--- src/rtl/baud_tick_pkg.sv ---
package baud_tick_pkg;

    typedef enum logic [1:0] {
        PSC_DIV1  = 2'd0,
        PSC_DIV4  = 2'd1,
        PSC_DIV12 = 2'd2,
        PSC_DIV48 = 2'd3
    } psc_sel_e;

    localparam int CTRL_EN_BIT  = 0;
    localparam int CTRL_SEL_LSB = 1;
    localparam int NUM_PSC      = 4;

endpackage

--- src/rtl/baud_cfg_regs.sv ---
module baud_cfg_regs
    import baud_tick_pkg::*;
#(
    parameter int TMR_W = 16
) (
    input  logic                 clk,
    input  logic                 rst_n,
    input  logic                 ctrl_wr,
    input  logic                 hi_wr,
    input  logic                 lo_wr,
    input  logic [TMR_W/2-1:0]   wdata,
    output logic                 en_o,
    output psc_sel_e             sel_o,
    output logic [TMR_W-1:0]     reload_o,
    output logic                 load_o,
    output logic [TMR_W-1:0]     load_val_o
);
    localparam int BYTE_W = TMR_W / 2;

    typedef struct packed {
        logic              en;
        psc_sel_e          sel;
        logic [TMR_W-1:0]  reload;
    } cfg_t;

    cfg_t cfg_q, cfg_d;

    always_comb begin
        cfg_d = cfg_q;
        if (ctrl_wr) begin
            cfg_d.en  = wdata[CTRL_EN_BIT];
            cfg_d.sel = psc_sel_e'(wdata[CTRL_SEL_LSB +: 2]);
        end
        if (hi_wr) cfg_d.reload[TMR_W-1:BYTE_W] = wdata;
        if (lo_wr) cfg_d.reload[BYTE_W-1:0]     = wdata;
    end

    always_ff @(posedge clk or negedge rst_n) begin
        if (!rst_n) begin
            cfg_q <= '{en: 1'b0, sel: PSC_DIV1, reload: '0};
        end else begin
            cfg_q <= cfg_d;
        end
    end

    // Counter is (re)loaded on an off-to-on transition or on a start write while off.
    assign load_o     = !cfg_q.en && (cfg_d.en || hi_wr || lo_wr);
    assign load_val_o = cfg_d.reload;
    assign en_o       = cfg_q.en;
    assign sel_o      = cfg_q.sel;
    assign reload_o   = cfg_q.reload;

endmodule

--- src/rtl/baud_prescaler.sv ---
module baud_prescaler
    import baud_tick_pkg::*;
#(
    parameter int unsigned DIV_TABLE [NUM_PSC] = '{1, 4, 12, 48}
) (
    input  logic     clk,
    input  logic     rst_n,
    input  logic     run,
    input  logic     clear,
    input  psc_sel_e sel,
    output logic     step_o,
    output logic     idle_o
);
    function automatic int unsigned max_div();
        int unsigned m = 1;
        for (int i = 0; i < NUM_PSC; i++) begin
            if (DIV_TABLE[i] > m) m = DIV_TABLE[i];
        end
        return m;
    endfunction

    localparam int PRE_W = (max_div() > 1) ? $clog2(max_div()) : 1;

    typedef struct packed {
        logic [PRE_W-1:0] cnt;
    } pre_t;

    pre_t pre_q, pre_d;
    logic [PRE_W-1:0] limit;

    assign limit  = PRE_W'(DIV_TABLE[sel] - 1);
    assign step_o = run && (pre_q.cnt >= limit);
    assign idle_o = (pre_q.cnt == '0);

    always_comb begin
        pre_d = pre_q;
        if (clear) begin
            pre_d.cnt = '0;
        end else if (run) begin
            pre_d.cnt = step_o ? '0 : pre_q.cnt + 1'b1;
        end
    end

    always_ff @(posedge clk or negedge rst_n) begin
        if (!rst_n) pre_q <= '0;
        else        pre_q <= pre_d;
    end

    AST_PRE_IN_RANGE: assert property (@(posedge clk) disable iff (!rst_n)
        (run && $past(run) && $stable(sel) && !$past(clear)) |-> (pre_q.cnt <= limit));

endmodule

--- src/rtl/baud_timer.sv ---
module baud_timer #(
    parameter int TMR_W = 16
) (
    input  logic             clk,
    input  logic             rst_n,
    input  logic             run,
    input  logic             step,
    input  logic             load,
    input  logic [TMR_W-1:0] load_val,
    input  logic [TMR_W-1:0] reload,
    output logic [TMR_W-1:0] count_o,
    output logic             tick_o
);
    localparam logic [TMR_W-1:0] TOP = '1;

    typedef struct packed {
        logic [TMR_W-1:0] cnt;
        logic             tick;
    } tmr_t;

    tmr_t tmr_q, tmr_d;
    logic advance;

    assign advance = run && step;

    always_comb begin
        tmr_d      = tmr_q;
        tmr_d.tick = 1'b0;
        if (load) begin
            tmr_d.cnt = load_val;
        end else if (advance) begin
            if (tmr_q.cnt == TOP) begin
                tmr_d.cnt  = reload;
                tmr_d.tick = 1'b1;
            end else begin
                tmr_d.cnt = tmr_q.cnt + 1'b1;
            end
        end
    end

    always_ff @(posedge clk or negedge rst_n) begin
        if (!rst_n) tmr_q <= '0;
        else        tmr_q <= tmr_d;
    end

    assign count_o = tmr_q.cnt;
    assign tick_o  = tmr_q.tick;

    AST_COUNT_STEP: assert property (@(posedge clk) disable iff (!rst_n)
        (advance && !load && tmr_q.cnt != TOP) |=> (tmr_q.cnt == $past(tmr_q.cnt) + 1'b1) && !tick_o);
    AST_WRAP_RELOAD: assert property (@(posedge clk) disable iff (!rst_n)
        (advance && !load && tmr_q.cnt == TOP) |=> (tmr_q.cnt == $past(reload)) && tick_o);
    AST_HOLD_DISABLED: assert property (@(posedge clk) disable iff (!rst_n)
        (!run && !load) |=> $stable(tmr_q.cnt) && !tick_o);

endmodule

--- src/rtl/baud_tick_gen.sv ---
module baud_tick_gen
    import baud_tick_pkg::*;
#(
    parameter int          TMR_W = 16,
    parameter int unsigned DIV_TABLE [NUM_PSC] = '{1, 4, 12, 48}
) (
    input  logic               clk,
    input  logic               rst_n,
    input  logic               ctrl_wr,
    input  logic               rld_hi_wr,
    input  logic               rld_lo_wr,
    input  logic [TMR_W/2-1:0] wr_data,
    output logic               baud_tick
);
    logic             en;
    psc_sel_e         sel;
    logic [TMR_W-1:0] reload;
    logic             load;
    logic [TMR_W-1:0] load_val;
    logic             step;
    logic             pre_idle;
    logic [TMR_W-1:0] count;

    baud_cfg_regs #(.TMR_W(TMR_W)) cfg_i (
        .clk        (clk),
        .rst_n      (rst_n),
        .ctrl_wr    (ctrl_wr),
        .hi_wr      (rld_hi_wr),
        .lo_wr      (rld_lo_wr),
        .wdata      (wr_data),
        .en_o       (en),
        .sel_o      (sel),
        .reload_o   (reload),
        .load_o     (load),
        .load_val_o (load_val)
    );

    baud_prescaler #(.DIV_TABLE(DIV_TABLE)) psc_i (
        .clk    (clk),
        .rst_n  (rst_n),
        .run    (en),
        .clear  (load),
        .sel    (sel),
        .step_o (step),
        .idle_o (pre_idle)
    );

    baud_timer #(.TMR_W(TMR_W)) tmr_i (
        .clk      (clk),
        .rst_n    (rst_n),
        .run      (en),
        .step     (step),
        .load     (load),
        .load_val (load_val),
        .reload   (reload),
        .count_o  (count),
        .tick_o   (baud_tick)
    );

    AST_ENABLE_LOAD: assert property (@(posedge clk) disable iff (!rst_n)
        $rose(en) |-> (count == reload) && pre_idle);
    AST_NO_TICK_DISABLED: assert property (@(posedge clk) disable iff (!rst_n)
        baud_tick |-> $past(en));

endmodule

--- config.mk ---
export PLATFORM = sky130hd
export DESIGN_NAME = baud_tick_gen
export DESIGN_NICKNAME = d
export VERILOG_FILES = /design/src/rtl/baud_tick_pkg.sv /design/src/rtl/baud_cfg_regs.sv /design/src/rtl/baud_prescaler.sv /design/src/rtl/baud_timer.sv /design/src/rtl/baud_tick_gen.sv
export SDC_FILE = /design/constraint.sdc
export NUM_CORES = 1
export LEC_CHECK = 0
export CORE_ASPECT_RATIO = 1.2
export CORE_MARGIN = 2
export CORE_UTILIZATION = 42
export DETAILED_ROUTE_END_ITERATION = 6
export DONT_BUFFER_PORTS = 1
export GPL_TIMING_DRIVEN = 0
export HOLD_SLACK_MARGIN = 0.03
export SYNTH_ARGS = -nofsm -noshare
export SYNTH_HDL_FRONTEND = slang
export SYNTH_SLANG_ARGS = --single-unit
--- constraint.sdc ---
create_clock -name clk -period 2.77 [get_ports clk]
set_input_delay 0.277 -clock clk [delete_from_list [all_inputs] [get_ports clk]]
set_output_delay 0.277 -clock clk [all_outputs]
set_load 0.05 [all_outputs]
# Yosys cells after proc, flatten, opt, wreduce, memory -nomap -nowiden
# Index checks and enable logic that the tools add are counted.
# classes
n_reduce_logical,8
addsub,3
bitwise_logic,1
order_cmp,2
n_mux,14
n_eq_ne,1
# ops
op,n
$bmux 32 s2,1
$mux 16,2
$mux 6,5
$mux 17,1
$add 16x1->16 const B,1
$eq 16x16->1 const B,1
$mux 8,2
$add 6x1->6 const B,1
$ge 6x6->1,1
$sub 6x1->6 const B,1
$reduce_bool 2->1,2
$ge 3x3->1 const B,1
$logic_and 1x1->1,3
$mux 3,1
$not 2->3,1
$logic_or 1x1->1,2
$mux 1,2
$logic_not 1->1,1
# word_totals
ff_bits,42
wordCells,35
input_bits,13
output_inout_bits,1

# Logic depth before layout (Yosys ltp)
# logic_depth
depth_word,10
ltp_mapped,8
ltp_nobuf,7

# Hierarchy
# From an unflattened synthesis, not the netlist that was laid out.
# hier_totals
hier_cells,258
area_unflattened_um2,2596.2
# modules_own_cells
mod,cells_per_inst,n_inst,area_per_inst_um2,seq_area_each_um2
baud_timer,143,1,1186.1,425.4
baud_cfg_regs,60,1,902.1,475.5
baud_prescaler,55,1,508.0,150.1

# Worst setup path after synthesis
# Ideal clock, no wire load.
# synth_path
path_kind,register to register
start,register cfg_i.cfg_q (netlist bit cfg_i.sel_o[0])
end,register tmr_i.tmr_q (netlist bit tmr_i.count_o[0])
path_slack_ps,663
arrival_ps,1965
n_path_buf,1
setup_ps,142
stages_incl_launch_ff,9
t_required_ps,2628
period_less_slack_ps,2107
path_cell_list,dfrtp_1 or2_2 ha_1 nand2b_1 a21o_1 a21o_1 nand2_1 clkbuf_1 o221ai_1
# synth_via
elab_chain_cells,9
# synth_lines
item,line,text
"start, declared",baud_cfg_regs.sv:26,"cfg_t cfg_q, cfg_d;"
"start signal, assigned",baud_cfg_regs.sv:40,"cfg_q <= '{en: 1'b0, sel: PSC_DIV1, reload: '0};"
"start signal, assigned",baud_cfg_regs.sv:42,cfg_q <= cfg_d;
$not 2->3 (implied by the code),baud_prescaler.sv:31,assign limit = PRE_W'(DIV_TABLE[sel] - 1);
$bmux 32 s2,baud_prescaler.sv:31,
$mux 6 (implied by the code) (2 in a row),baud_prescaler.sv:31,
$sub 6x1->6,baud_prescaler.sv:31,
$ge 6x6->1,baud_prescaler.sv:32,assign step_o = run && (pre_q.cnt >= limit);
$logic_and 1x1->1,baud_prescaler.sv:32,
$logic_and 1x1->1,baud_timer.sv:24,assign advance = run && step;
$reduce_bool 2->1 (no source line),--,
"end signal, assigned",baud_timer.sv:43,else tmr_q <= tmr_d;
"end, declared",baud_timer.sv:21,"tmr_t tmr_q, tmr_d;"
# No other way between the ends. The select of a mux whose other input is x is not followed.
# A chain may end at the register's enable or synchronous reset.

# Final worst setup path
# layout_path
start,register cfg_i.cfg_q (netlist bit cfg_i.sel_o[0])
end,register tmr_i.tmr_q (netlist bit tmr_i.count_o[7])
# Same word-level chain as after synthesis.

==> flow_summary.json <==
{
  "rsz_0062_raised_after_global_routing": "false",
  "die_y_um": 85.9,
  "timing.critical_path.slowest_stage_cell": "sky130_fd_sc_hd__clkbuf_1",
  "clk_latency_ns": 0.30,
  "worst_hold_path_type": "in -> reg",
  "route.detailed.vias_per_inst": 5.85,
  "finalHoldViolations": 0,
  "hold_depth": 1,
  "place.port_buffers": 0,
  "grt_util_all_layers_pct": 18.7,
  "syn_area_um2": 2350,
  "finalClockSkew_ns": 0.0104,
  "post_route_cells_drive_above_1_share_pct": 16.5,
  "synth_top_area_share_pct": 44.7,
  "first_global_vias": 1747,
  "synth-edff-count": 0,
  "timing.setup.critical_path_class": "reg -> reg",
  "final-instance-count-excl-fill": 299,
  "clock_tree.htree_level_count": 2,
  "detail_route.iter0.violations": 114,
  "io_pins": 14,
  "cts_tree": "built",
  "start_util_pct": 44.1,
  "synthesis.area_per_instance_um2": 10.4,
  "worstMarginPinSlew_ns": 0.534,
  "yosys.cell_types.count": 42,
  "place_ws_ns": 0.213,
  "design.die.area_um2": 6210,
  "fillerInstances": 493,
  "cellPowerDensity_nw_per_um2": 656,
  "place_hpwl_um": 3630,
  "register_bit_count_reported_by_yosys": 42,
  "timing_max_transition_violations_final": 0,
  "yosysSeqAreaShare_pct": 44.7,
  "clock-root-buffer": "sky130_fd_sc_hd__clkbuf_8",
  "critPathMaxFanout": 10,
  "worst_r2r_path_depth": 8,
  "placed_cell_area_um2": 2430,
  "placed_cells_incl_taps": 289,
  "routed_wl_um": 5250,
  "timing.final.crit_period_ns": 2.53,
  "routed_wire_length_per_instance_um": 17.5,
  "critical_path.startpoint_type": "flop",
  "tns_ns": 0,
  "timing.max_cap.violations": 0,
  "grt_start_max_net_pins": 43,
  "slew_headroom_pct": 64.4,
  "floorplan.die.width_um": 72.3,
  "n_antenna_cell": 0,
  "cells_along_the_critical_path": "or2_2 > ha_1 > nand2b_1 > a21o_1 > a21o_1 > nand2_1 > clkbuf_1 > o221ai_1",
  "synth.net_count": 248,
  "fin_util_pct": 47.9,
  "final.period_utilization_pct": 91.5,
  "synthFlopType": "sky130_fd_sc_hd__dfrtp_1",
  "vdd.ir_drop.worst_mv": 0.295,
  "power_mw": 1.68,
  "synthesis.instances": 227,
  "ant_nets": 0,
  "cts_made_buffers": 5,
  "placement_rows": 29,
  "fp.coreArea_um2": 5330,
  "crit_path_frequent_cell": "sky130_fd_sc_hd__a21o_1",
  "antenna_violations_before_repair": 0,
  "area_added_between_synthesis_and_finish_pct": 8.79,
  "cp_data_required_time_ns": 2.91,
  "clock_sink_count": 42,
  "synth_largest_area_cell": "sky130_fd_sc_hd__dfrtp_1",
  "stdcell_area_um2": 2560,
  "clkSlewWorstSetupHoldPaths_ns": 0.08,
  "final_net_count": 257,
  "ctsLongestPathBuffers": 2,
  "finalHoldWorstSlack_ns": 0.0701,
  "outcome": "finished, final reports clean",
  "endpoint_kind": "flop",
  "drt_pass1_iterations": 4,
  "finalWorstSetupSlack_ns": 0.236,
  "global_route.overflow_total": 0,
  "crit_path_max_incr_delay_ns": 0.44,
  "route.detailed.drc": 0,
  "ys_async_sr_fraction_pct": 100,
  "grt_first_pass_wirelength_um": 8970,
  "netlist_top_cells_area": "sky130_fd_sc_hd__dfrtp_1, sky130_fd_sc_hd__mux2_2, sky130_fd_sc_hd__ha_1",
  "maxClockFrequency_ghz": 0.395,
  "arrival_ns": 2.68,
  "power.static_leakage_nw": 1.12,
  "num_vias": 1748,
  "setup_violations": 0,
  "ys.warnings.count": 0,
  "place_congestion": 0.804
}
[layout make-up]
type                       instances  area, µm²  share of cell area [%]
clock inverter                     1       5.00                   0.196
timing repair buffer               2       37.5                    1.47
sequential                        42       1050                    41.1
inverter                          14       52.6                    2.06
multi-input combinational        163       1200                    47.0
clock buffer                       7       86.3                    3.38
buffer                             8       43.8                    1.71
tap                               62       77.6                    3.03
[synth_stat cells, types with 2 or more instances]
library cell and instances:
sky130_fd_sc_hd__mux2i_1 7, sky130_fd_sc_hd__dfrtp_1 42, sky130_fd_sc_hd__buf_2 2, sky130_fd_sc_hd__mux2_2 19, sky130_fd_sc_hd__nand2_1 21, sky130_fd_sc_hd__nand4_1 4
sky130_fd_sc_hd__or2_2 2, sky130_fd_sc_hd__a21oi_1 9, sky130_fd_sc_hd__o211ai_1 3, sky130_fd_sc_hd__a22o_1 3, sky130_fd_sc_hd__and3_1 4, sky130_fd_sc_hd__xnor2_1 9
sky130_fd_sc_hd__o21ai_0 8, sky130_fd_sc_hd__nor4_1 4, sky130_fd_sc_hd__clkbuf_1 4, sky130_fd_sc_hd__and2_1 3, sky130_fd_sc_hd__a21o_1 4, sky130_fd_sc_hd__o221ai_1 10
sky130_fd_sc_hd__a211oi_1 2, sky130_fd_sc_hd__nand3_1 8, sky130_fd_sc_hd__inv_1 14, sky130_fd_sc_hd__ha_1 8, sky130_fd_sc_hd__nor3_1 3, sky130_fd_sc_hd__a31oi_1 4
sky130_fd_sc_hd__nand3_2 2, sky130_fd_sc_hd__nor2_1 12
[cells in the final DEF (no fill, tap or decap), types with 2 or more instances in the layout]
cell and n:
sky130_fd_sc_hd__a21oi_1 9, sky130_fd_sc_hd__nor3_1 3, sky130_fd_sc_hd__dfrtp_1 42, sky130_fd_sc_hd__buf_2 2, sky130_fd_sc_hd__o221ai_1 10, sky130_fd_sc_hd__o21ai_0 8
sky130_fd_sc_hd__a22o_1 3, sky130_fd_sc_hd__a21o_1 4, sky130_fd_sc_hd__o211ai_1 3, sky130_fd_sc_hd__and2_1 3, sky130_fd_sc_hd__nor4_1 4, sky130_fd_sc_hd__nand3_1 8
sky130_fd_sc_hd__nand3_2 2, sky130_fd_sc_hd__nand4_1 4, sky130_fd_sc_hd__a31oi_1 4, sky130_fd_sc_hd__mux2_2 19, sky130_fd_sc_hd__ha_1 8, sky130_fd_sc_hd__clkbuf_1 5
sky130_fd_sc_hd__nor2_1 12, sky130_fd_sc_hd__a211oi_1 2, sky130_fd_sc_hd__nand2_1 21, sky130_fd_sc_hd__xnor2_1 9, sky130_fd_sc_hd__clkbuf_8 6, sky130_fd_sc_hd__or2_2 2
sky130_fd_sc_hd__inv_1 14, sky130_fd_sc_hd__and3_1 4, sky130_fd_sc_hd__mux2i_1 7
[registers in the layout, indices dropped and copies added (netlist names)]
signal          cells
cfg_i.reload_o     16
cfg_i.en_o          1
cfg_i.sel_o         2
tmr_i.count_o      16
psc_i.pre_q         6
tmr_i.tick_o        1
[power by group]
group / internal (mW) / switching [mW]
sequential: 0.716 / 0.107
clock: 0.202 / 0.218
combinational: 0.200 / 0.235
total: 1.12 / 0.560
[worst max-delay path, delay by kind of cell, from the launching register on]
kind	cells	cell delay [ns]
AO/OA/AOI/OAI	3	0.60
adder cells (fa/ha/maj)	1	0.27
buffers and inverters	1	0.44
AND/OR/NAND/NOR	3	0.69
flip-flops	1	0.39
[worst paths after layout]
check                                             startpoint                           end  slack [ns]
worst max-delay path              cfg_i.sel_o[0]$_DFFE_PN0P_  tmr_i.count_o[7]$_DFFE_PN0P_        0.24
min in group asynchronous                              rst_n    psc_i.pre_q[1]$_DFFE_PN0P_        0.46
max in group asynchronous                              rst_n  cfg_i.reload_o[14]$_DFF_PN0_        2.09
worst max register to register    cfg_i.sel_o[0]$_DFFE_PN0P_  tmr_i.count_o[7]$_DFFE_PN0P_        0.24
worst min register to register  cfg_i.reload_o[14]$_DFF_PN0_  cfg_i.reload_o[14]$_DFF_PN0_        0.53
worst min-delay path                                 ctrl_wr    cfg_i.sel_o[1]$_DFFE_PN0P_        0.07
[routing by layer]
| metal | vias to the layer above | track usage, % | part of all wire, % |
|---|---|---|---|
| met5 | - | 0 | 0 |
| met4 | 0 | 4.12 | 0.31 |
| met3 | 2 | 3.88 | 3.6 |
| met2 | 35 | 30.3 | 49 |
| met1 | 868 | 25.9 | 47 |
| li1 | 843 | - | - |
[timing repair]
item,CTS,global route
hold buffers,2,0
hold endpoints to repair,42,0
buffers inserted,0,0
gates resized for setup,0,0
[cells by family (layout without fill, tap and decap cells)]
family,after synthesis,count (layout),synth area share [%]
adders and majority gates,8,8,4.26
muxes,27,27,12.6
other,1,1,0.160
AOI/OAI and AO/OA,51,51,16.5
xor gates and xnor gates,10,10,3.73
DFF,42,42,44.7
buffers and inverters,22,32,4.10
and+or+nand+nor,66,66,14.0
Note: power is estimated with default switching activity, not from simulation.
